<file path="config.mk">
export PLATFORM = sky130hd
export DESIGN_NAME = rail_pg_monitor
export DESIGN_NICKNAME = d
export VERILOG_FILES = /design/src/rtl/pg_pkg.sv /design/src/rtl/pg_sync2.sv /design/src/rtl/pg_chan.sv /design/src/rtl/rail_pg_monitor.sv
export SDC_FILE = /design/constraint.sdc
export NUM_CORES = 1
export LEC_CHECK = 0
export BUFFER_PORTS_ARGS = -buffer_cell sky130_fd_sc_hd__buf_2
export CAP_MARGIN = 10
export CORE_MARGIN = 2
export CORE_UTILIZATION = 40
export DETAILED_ROUTE_END_ITERATION = 6
export GPL_TIMING_DRIVEN = 0
export SYNTH_ARGS = -nofsm -noshare
export SYNTH_HDL_FRONTEND = slang
export SYNTH_SLANG_ARGS = --single-unit
export TNS_END_PERCENT = 50
</file>
<file path="constraint.sdc">
create_clock -name clk_i -period 2.49 [get_ports clk_i]
set_input_delay 0.498 -clock clk_i [delete_from_list [all_inputs] [get_ports clk_i]]
set_output_delay 0.498 -clock clk_i [all_outputs]
set_load 0.01 [all_outputs]
</file>
<file path="src/rtl/pg_pkg.sv">
package pg_pkg;
  typedef enum logic {
    ST_HOLD = 1'b0,
    ST_GOOD = 1'b1
  } pg_state_e;
endpackage

</file>
<file path="src/rtl/pg_sync2.sv">
module pg_sync2 #(
  parameter int W = 4
) (
  input  logic         clk_i,
  input  logic         rst_ni,
  input  logic [W-1:0] d_i,
  output logic [W-1:0] q_o
);
  logic [W-1:0] s1_q, s2_q;

  always_ff @(posedge clk_i or negedge rst_ni) begin
    if (!rst_ni) begin
      s1_q <= '0;
      s2_q <= '0;
    end else begin
      s1_q <= d_i;
      s2_q <= s1_q;
    end
  end

  assign q_o = s2_q;
endmodule

</file>
<file path="src/rtl/pg_chan.sv">
module pg_chan
  import pg_pkg::*;
#(
  parameter int FILT_CYC = 110,
  parameter int HOLD_CYC = 22000
) (
  input  logic clk_i,
  input  logic rst_ni,
  input  logic lock_i,
  input  logic fault_i,
  output logic pg_o
);
  localparam int FW = (FILT_CYC < 2) ? 1 : $clog2(FILT_CYC);
  localparam int HW = (HOLD_CYC < 2) ? 1 : $clog2(HOLD_CYC);
  localparam logic [FW-1:0] FLIM = FW'(FILT_CYC - 1);
  localparam logic [HW-1:0] HLIM = HW'(HOLD_CYC - 1);

  pg_state_e state_q;
  logic [FW-1:0] filt_cnt_q;
  logic [HW-1:0] hold_cnt_q;

  always_ff @(posedge clk_i or negedge rst_ni) begin
    if (!rst_ni) begin
      state_q    <= ST_HOLD;
      filt_cnt_q <= '0;
      hold_cnt_q <= '0;
    end else if (lock_i) begin
      state_q    <= ST_HOLD;
      filt_cnt_q <= '0;
      hold_cnt_q <= '0;
    end else begin
      case (state_q)
        ST_GOOD: begin
          hold_cnt_q <= '0;
          if (!fault_i) begin
            filt_cnt_q <= '0;
          end else if (filt_cnt_q == FLIM) begin
            state_q    <= ST_HOLD;
            filt_cnt_q <= '0;
          end else begin
            filt_cnt_q <= filt_cnt_q + 1'b1;
          end
        end
        default: begin
          filt_cnt_q <= '0;
          if (fault_i) begin
            hold_cnt_q <= '0; // any fault restarts release delay
          end else if (hold_cnt_q == HLIM) begin
            state_q    <= ST_GOOD;
            hold_cnt_q <= '0;
          end else begin
            hold_cnt_q <= hold_cnt_q + 1'b1;
          end
        end
      endcase
    end
  end

  assign pg_o = (state_q == ST_GOOD);

  a_r2_fall_needs_fault: assert property (@(posedge clk_i) disable iff (!rst_ni)
    $fell(pg_o) |-> ($past(fault_i) || $past(lock_i)));

  a_r4_rise_needs_quiet: assert property (@(posedge clk_i) disable iff (!rst_ni)
    $rose(pg_o) |-> (!$past(fault_i) && !$past(lock_i)));

  a_r5_fault_restarts: assert property (@(posedge clk_i) disable iff (!rst_ni)
    (state_q == ST_HOLD && fault_i && !lock_i) |=> (hold_cnt_q == '0 && !pg_o));

  a_r6_lock_clears: assert property (@(posedge clk_i) disable iff (!rst_ni)
    lock_i |=> (!pg_o && filt_cnt_q == '0 && hold_cnt_q == '0));

  a_r3_filt_bound: assert property (@(posedge clk_i) disable iff (!rst_ni)
    (filt_cnt_q <= FLIM) && (hold_cnt_q <= HLIM));
endmodule

</file>
<file path="src/rtl/rail_pg_monitor.sv">
module rail_pg_monitor #(
  parameter int N_CH     = 4,
  parameter int FILT_CYC = 110,
  parameter int HOLD_CYC = 22000
) (
  input  logic            clk_i,
  input  logic            rst_ni,
  input  logic            lockout_i,
  input  logic [N_CH-1:0] ov_i,
  input  logic [N_CH-1:0] uv_i,
  output logic [N_CH-1:0] pg_o
);
  logic [N_CH-1:0] fault_s;
  logic [N_CH-1:0] pg_q;

  pg_sync2 #(.W(N_CH)) u_sync (
    .clk_i (clk_i),
    .rst_ni(rst_ni),
    .d_i   (ov_i | uv_i),
    .q_o   (fault_s)
  );

  for (genvar c = 0; c < N_CH; c++) begin : g_ch
    pg_chan #(.FILT_CYC(FILT_CYC), .HOLD_CYC(HOLD_CYC)) u_chan (
      .clk_i  (clk_i),
      .rst_ni (rst_ni),
      .lock_i (lockout_i),
      .fault_i(fault_s[c]),
      .pg_o   (pg_q[c])
    );
  end

  // lockout masks outputs in the same cycle; registers clear on the next edge
  assign pg_o = pg_q & {N_CH{~lockout_i}};

  a_r1_single_fall: assert property (@(posedge clk_i) disable iff (!rst_ni)
    (!lockout_i && $past(!lockout_i)) |-> ($countones($past(pg_q) & ~pg_q) <= $countones($past(fault_s))));
endmodule

</file>
# ---- Word level (Yosys, flattened, before mapping)
# Cells that the tools add are included.
dict set report classes {
  n_addsub 8
  n_eq_ne 8
  muxes 56
  n_bitwise 3
}
# cell count
set ops {}
lappend ops {{2-to-1 mux 15 bit} 16}
lappend ops {{2-to-1 mux 7 bit} 16}
lappend ops {{adder 15 x 1 -> 15 bit, second input constant} 4}
lappend ops {{== test 15 bit, second input constant} 4}
lappend ops {{adder 7 x 1 -> 7 bit, second input constant} 4}
lappend ops {{== test 7 bit, second input constant} 4}
lappend ops {{2-to-1 mux 1 bit} 24}
lappend ops {{AND 4 bit} 1}
lappend ops {{OR 4 bit} 1}
lappend ops {{NOT 1 bit} 1}
dict set report totals {
  regBits 100
  inputBits 11
  out_inout_bits 4
  word_cells 89
}

# ---- Logic depth before layout (Yosys ltp)
dict set report depth {
  depth_word 5
  mapped_depth 6
  mapped_depth_nobuf 5
}

# ---- Modules after synthesis
# Synthesis repeated with hierarchy kept, for this count alone.
dict set report unflattened {
  hier_cells 460
  hier_area_um2 4709.5
}
# mod n_inst cells_each area_per_inst_um2 seq_area_each_um2
set modules_own_cells {}
lappend modules_own_cells {pg_chan 4 111 1114.8 575.6}
lappend modules_own_cells {pg_sync2 1 8 200.2 200.2}
lappend modules_own_cells {rail_pg_monitor 1 8 50.0 0.0}

# ---- Worst setup path before layout
# Ideal clock, no wire load.
dict set report synth_path {
  kind {register to register}
  start {register g_ch[3].u_chan.hold_cnt_q[0]}
  end {register g_ch[3].u_chan.hold_cnt_q[11]}
  setup_time_ns 0.071
  t_arrival_ns 1.429
  required_time_ns 2.419
  setup_slack_ns 0.990
  path_stages_with_launch 7
  n_path_buf 1
  period_less_slack_ns 1.500
  path_cell_list {dfrtp_1 > ha_1 > and3_2 > a41oi_2 > nand2_1 > buf_4 > nor2_1}
}
dict set report synth_between {
  elab_chain_len 5
  elab_cells_between_ends 6
  classes_between {1 x add/sub; 1 x eq/ne; 4 x mux}
}
# element line
set synth_rtl {}
lappend synth_rtl {{start, declared} pg_chan.sv:20} ;# logic [HW-1:0] hold_cnt_q;
lappend synth_rtl {{start signal, assigned} pg_chan.sv:52} ;# hold_cnt_q <= hold_cnt_q + 1'b1;
lappend synth_rtl {{adder 15 x 1 -> 15 bit or == test 15 bit (tied branches)} {pg_chan.sv:52, pg_chan.sv:48}}
lappend synth_rtl {{2-to-1 mux 15 bit *} pg_chan.sv:48} ;# end else if (hold_cnt_q == HLIM) begin
lappend synth_rtl {{2-to-1 mux 15 bit *} pg_chan.sv:46} ;# if (fault_i) begin
lappend synth_rtl {{2-to-1 mux 15 bit *} pg_chan.sv:32} ;# case (state_q)
lappend synth_rtl {{2-to-1 mux 15 bit *} pg_chan.sv:27} ;# end else if (lock_i) begin
# Mark *: on every way between the ends. The rest lies on a longest branch, timed or not.

# ---- Worst setup path after layout
dict set report layout_path {
  start {input lockout_i}
  end {output pg_o[2]}
}
dict set report layout_between {
  elab_chain_len 2
}
# element line
set layout_rtl {}
lappend layout_rtl {{start, declared} rail_pg_monitor.sv:8} ;# input logic lockout_i,
lappend layout_rtl {{NOT 1 bit} rail_pg_monitor.sv:34} ;# assign pg_o = pg_q & {N_CH{~lockout_i}};
lappend layout_rtl {{AND 4 bit} rail_pg_monitor.sv:34}
lappend layout_rtl {{end, declared} rail_pg_monitor.sv:11} ;# output logic [N_CH-1:0] pg_o
# Every way passes these cells.

==> impl_metrics.csv <==
group,metric,value,unit
clock_tree,numCtsBuffers,9,
die,fp.dieW,112,um
outcome,outcome,"complete, no violations",
clock_tree,insertion_delay,0.34,ns
synth,seq_area_frac_synth,53.5,%
die,io_pins,15,
final_layout,stdcell_area,5260,um^2
detailed_routing,drtAntennaViolNets,0,
synth,synth_top_cell_by_area,"dfrtp_1",
timing,tns,0,ns
synth,netlist.area_leader.share,53.5,%
timing,fmax,525,MHz
critical_path,cp_max_fo,10,
final_layout,final_util,46.0,%
power,peakVddDrop,0.000646,V
clock_tree,cts-root-buf,"clkbuf_16",
synth,ys_ff_latch,100,
placement,place_area,4960,um^2
grt,grt_pass1_wl,14.1,mm
run,maxCapViolations,0,
die,die_h,112,um
detailed_routing,drc,0,
synth,synthFlopType,"dfrtp_1",
die,die_area,12600,um^2
placement,io_buffers,14,
timing,hold_violations,0,
die,design.core.area,11400,um^2
timing,relSlewSlack,42.4,%
final_layout,syn_to_final_growth,12.3,%
clock_tree,post_cts_buffers,0,
critical_path,worstPathArrival,1.41,ns
power,p_per_area,591,nW/um^2
synth,synth-async-reset-ratio,100,%
synth,syn_nets,474,
timing,period_minus_slack,1.91,ns
timing,final_max_slew_viol_count,0,
final_layout,n_antenna_cell,0,
timing,fin_skew,0.00536,ns
critical_path,worstPathRequired,1.99,ns
synth,synth.avg_cell_area,10.4,um^2
clock_tree,hold_buffers,0,
detailed_routing,dr_total_vias,3192,
grt,grt_pass1_vias,3126,
detailed_routing,wl_per_cell,12.7,um
synth,syn_inst,451,
synth,syn_area,4680,um^2
clock_tree,cts_tree,"done",
min_path,min_path_type,"in2async",
grt,grt_max_degree,70,
grt,grt_use_total,13.8,%
final_layout,final_nets,500,
detailed_routing,via_per_inst,5.11,
timing,setup_viol,0,
clock_tree,clk_pin_slew,0.06,ns
synth,ys_top_cells_by_area,"dfrtp_1 53%, xnor2_1 8.6%, nor2_1 7.1%, xor2_1 3.9%, ha_1 3.2%",
final_layout,layout-drive-gt1-share,11.0,%
synth,post-synth-top-count-cell,"dfrtp_1",
die,initial_utilization,41.0,%
synth,synth_edf_count,0,
placement,place_congestion,0.817,
clock_tree,cts.sinks,100,
synth,yosysUniqueCellTypes,35,
timing,timing.hold.ws,0.0960,ns
power,p_leak,0.00210,uW
detailed_routing,totalWireLength,7.95,mm
final_layout,fin_cells,625,
critical_path,crit_type,"in2out",
clock_tree,max-clock-path-buffers,2,
critical_path,end_kind,"output port",
synth,ys.warnings.count,0,
placement,post-place-cells,609,
detailed_routing,dr.pass1.iters,4,
critical_path,start_kind,"input port",
timing,finalCritPeriodShare,76.5,%
synth,synth.top_cells.by_count,"100 x dfrtp_1, 88 x nor2_1, 46 x xnor2_1",
grt,antenna_found_initial,0,
timing,tightest_slew,0.851,ns
clock_tree,cts_resized,0,
detailed_routing,drtIter0Drc,166,
placement,post-dp-hpwl,5.49,mm
die,rows,39,
timing,grt_setup_unrepaired,"false",
clock_tree,htree_levels,3,
grt,overflow,0,
## cells by family after synthesis
kind of cell / count (synthesis) / share of synthesized area, %
simple gates: 226 / 24.1
compound gates: 26 / 4.49
xor+xnor: 67 / 12.5
flops: 100 / 53.5
buf+inv: 20 / 2.17
fa+ha+maj: 12 / 3.21
## worst max-delay path, stage by stage
cell and delay (ns):
buf_2 0.12, clkbuf_1 0.43, nor2b_1 0.18, buf_2 0.18
## where the power goes
part / switching [uW] / internal (uW) / total (uW)
clock network: 612 / 782 / 1390
logic: 51.0 / 20.3 / 71.3
registers: 6.77 / 1630 / 1640
total: 670 / 2440 / 3110
## layout by cell type (no fill, tap or decap), types with 3 or more instances in the layout
cell	instances
dfrtp_1	100
nor2_1	88
xnor2_1	46
nand3_1	28
nand2_1	23
xor2_1	21
nand4_1	18
buf_2	16
and3_1	14
nor3_1	13
inv_1	12
ha_1	12
nor4_1	9
clkbuf_16	9
or3_1	8
o31ai_1	8
o21ai_0	5
a21oi_1	5
a41oi_2	4
nor2b_1	4
o311ai_1	4
or2_2	4
buf_4	3
and4b_1	3
nand2_2	3
## flip-flops by register name (all words and copies together) (netlist names)
| register | count |
|---|---|
| g_ch.u_chan.hold_cnt_q | 60 |
| g_ch.u_chan.filt_cnt_q | 28 |
| u_sync.q_o | 4 |
| u_sync.s1_q | 4 |
| g_ch.u_chan.pg_o | 4 |
## metal layers
layer  track usage [%]  vias up  part of all wire [%]
met2              22.0       37                    46
li1                  -     1599                     -
met4              3.66        0                   1.5
met5                 0        -                     0
met1              18.0     1546                    50
met3              4.70       10                   3.0
## stage by stage
step / power [uW] / setup slack [ns]
after floorplan: 1690 / 0.990
after global placement: 1740 / -0.127
after detailed placement: 1750 / 0.560
after CTS: 3160 / 0.555
after global routing: 3250 / 0.492
final: 3110 / 0.585
## worst paths after layout
| kind | from | endpoint | slack (ns) | cells past startpoint |
|---|---|---|---|---|
| setup / recovery | lockout_i | pg_o[2] | 0.58 | 4 |
| hold / removal | rst_ni | g_ch[1].u_chan.hold_cnt_q[5] | 0.1 | 1 |
| setup reg to reg | g_ch[0].u_chan.hold_cnt_q[4] | g_ch[0].u_chan.hold_cnt_q[12] | 0.79 | 6 |
| hold reg to reg | u_sync.s1_q[0] | u_sync.q_o[0] | 0.35 | 0 |
| max in group asynchronous | rst_ni | g_ch[2].u_chan.filt_cnt_q[2] | 1.73 | 2 |
| min in group clk_i | ov_i[3] | u_sync.s1_q[3] | 0.34 | 2 |
## area by class of cell
cell class	count	area (um^2)
fill	1071	6160
sequential	100	2500
multi-input combinational	331	2070
clock buffer	9	225
tap	143	179
timing repair buffer	15	100
clock inverter	7	72.6
buffer	8	56.3
inverter	12	45.0
(Power assumes the default switching activity.)
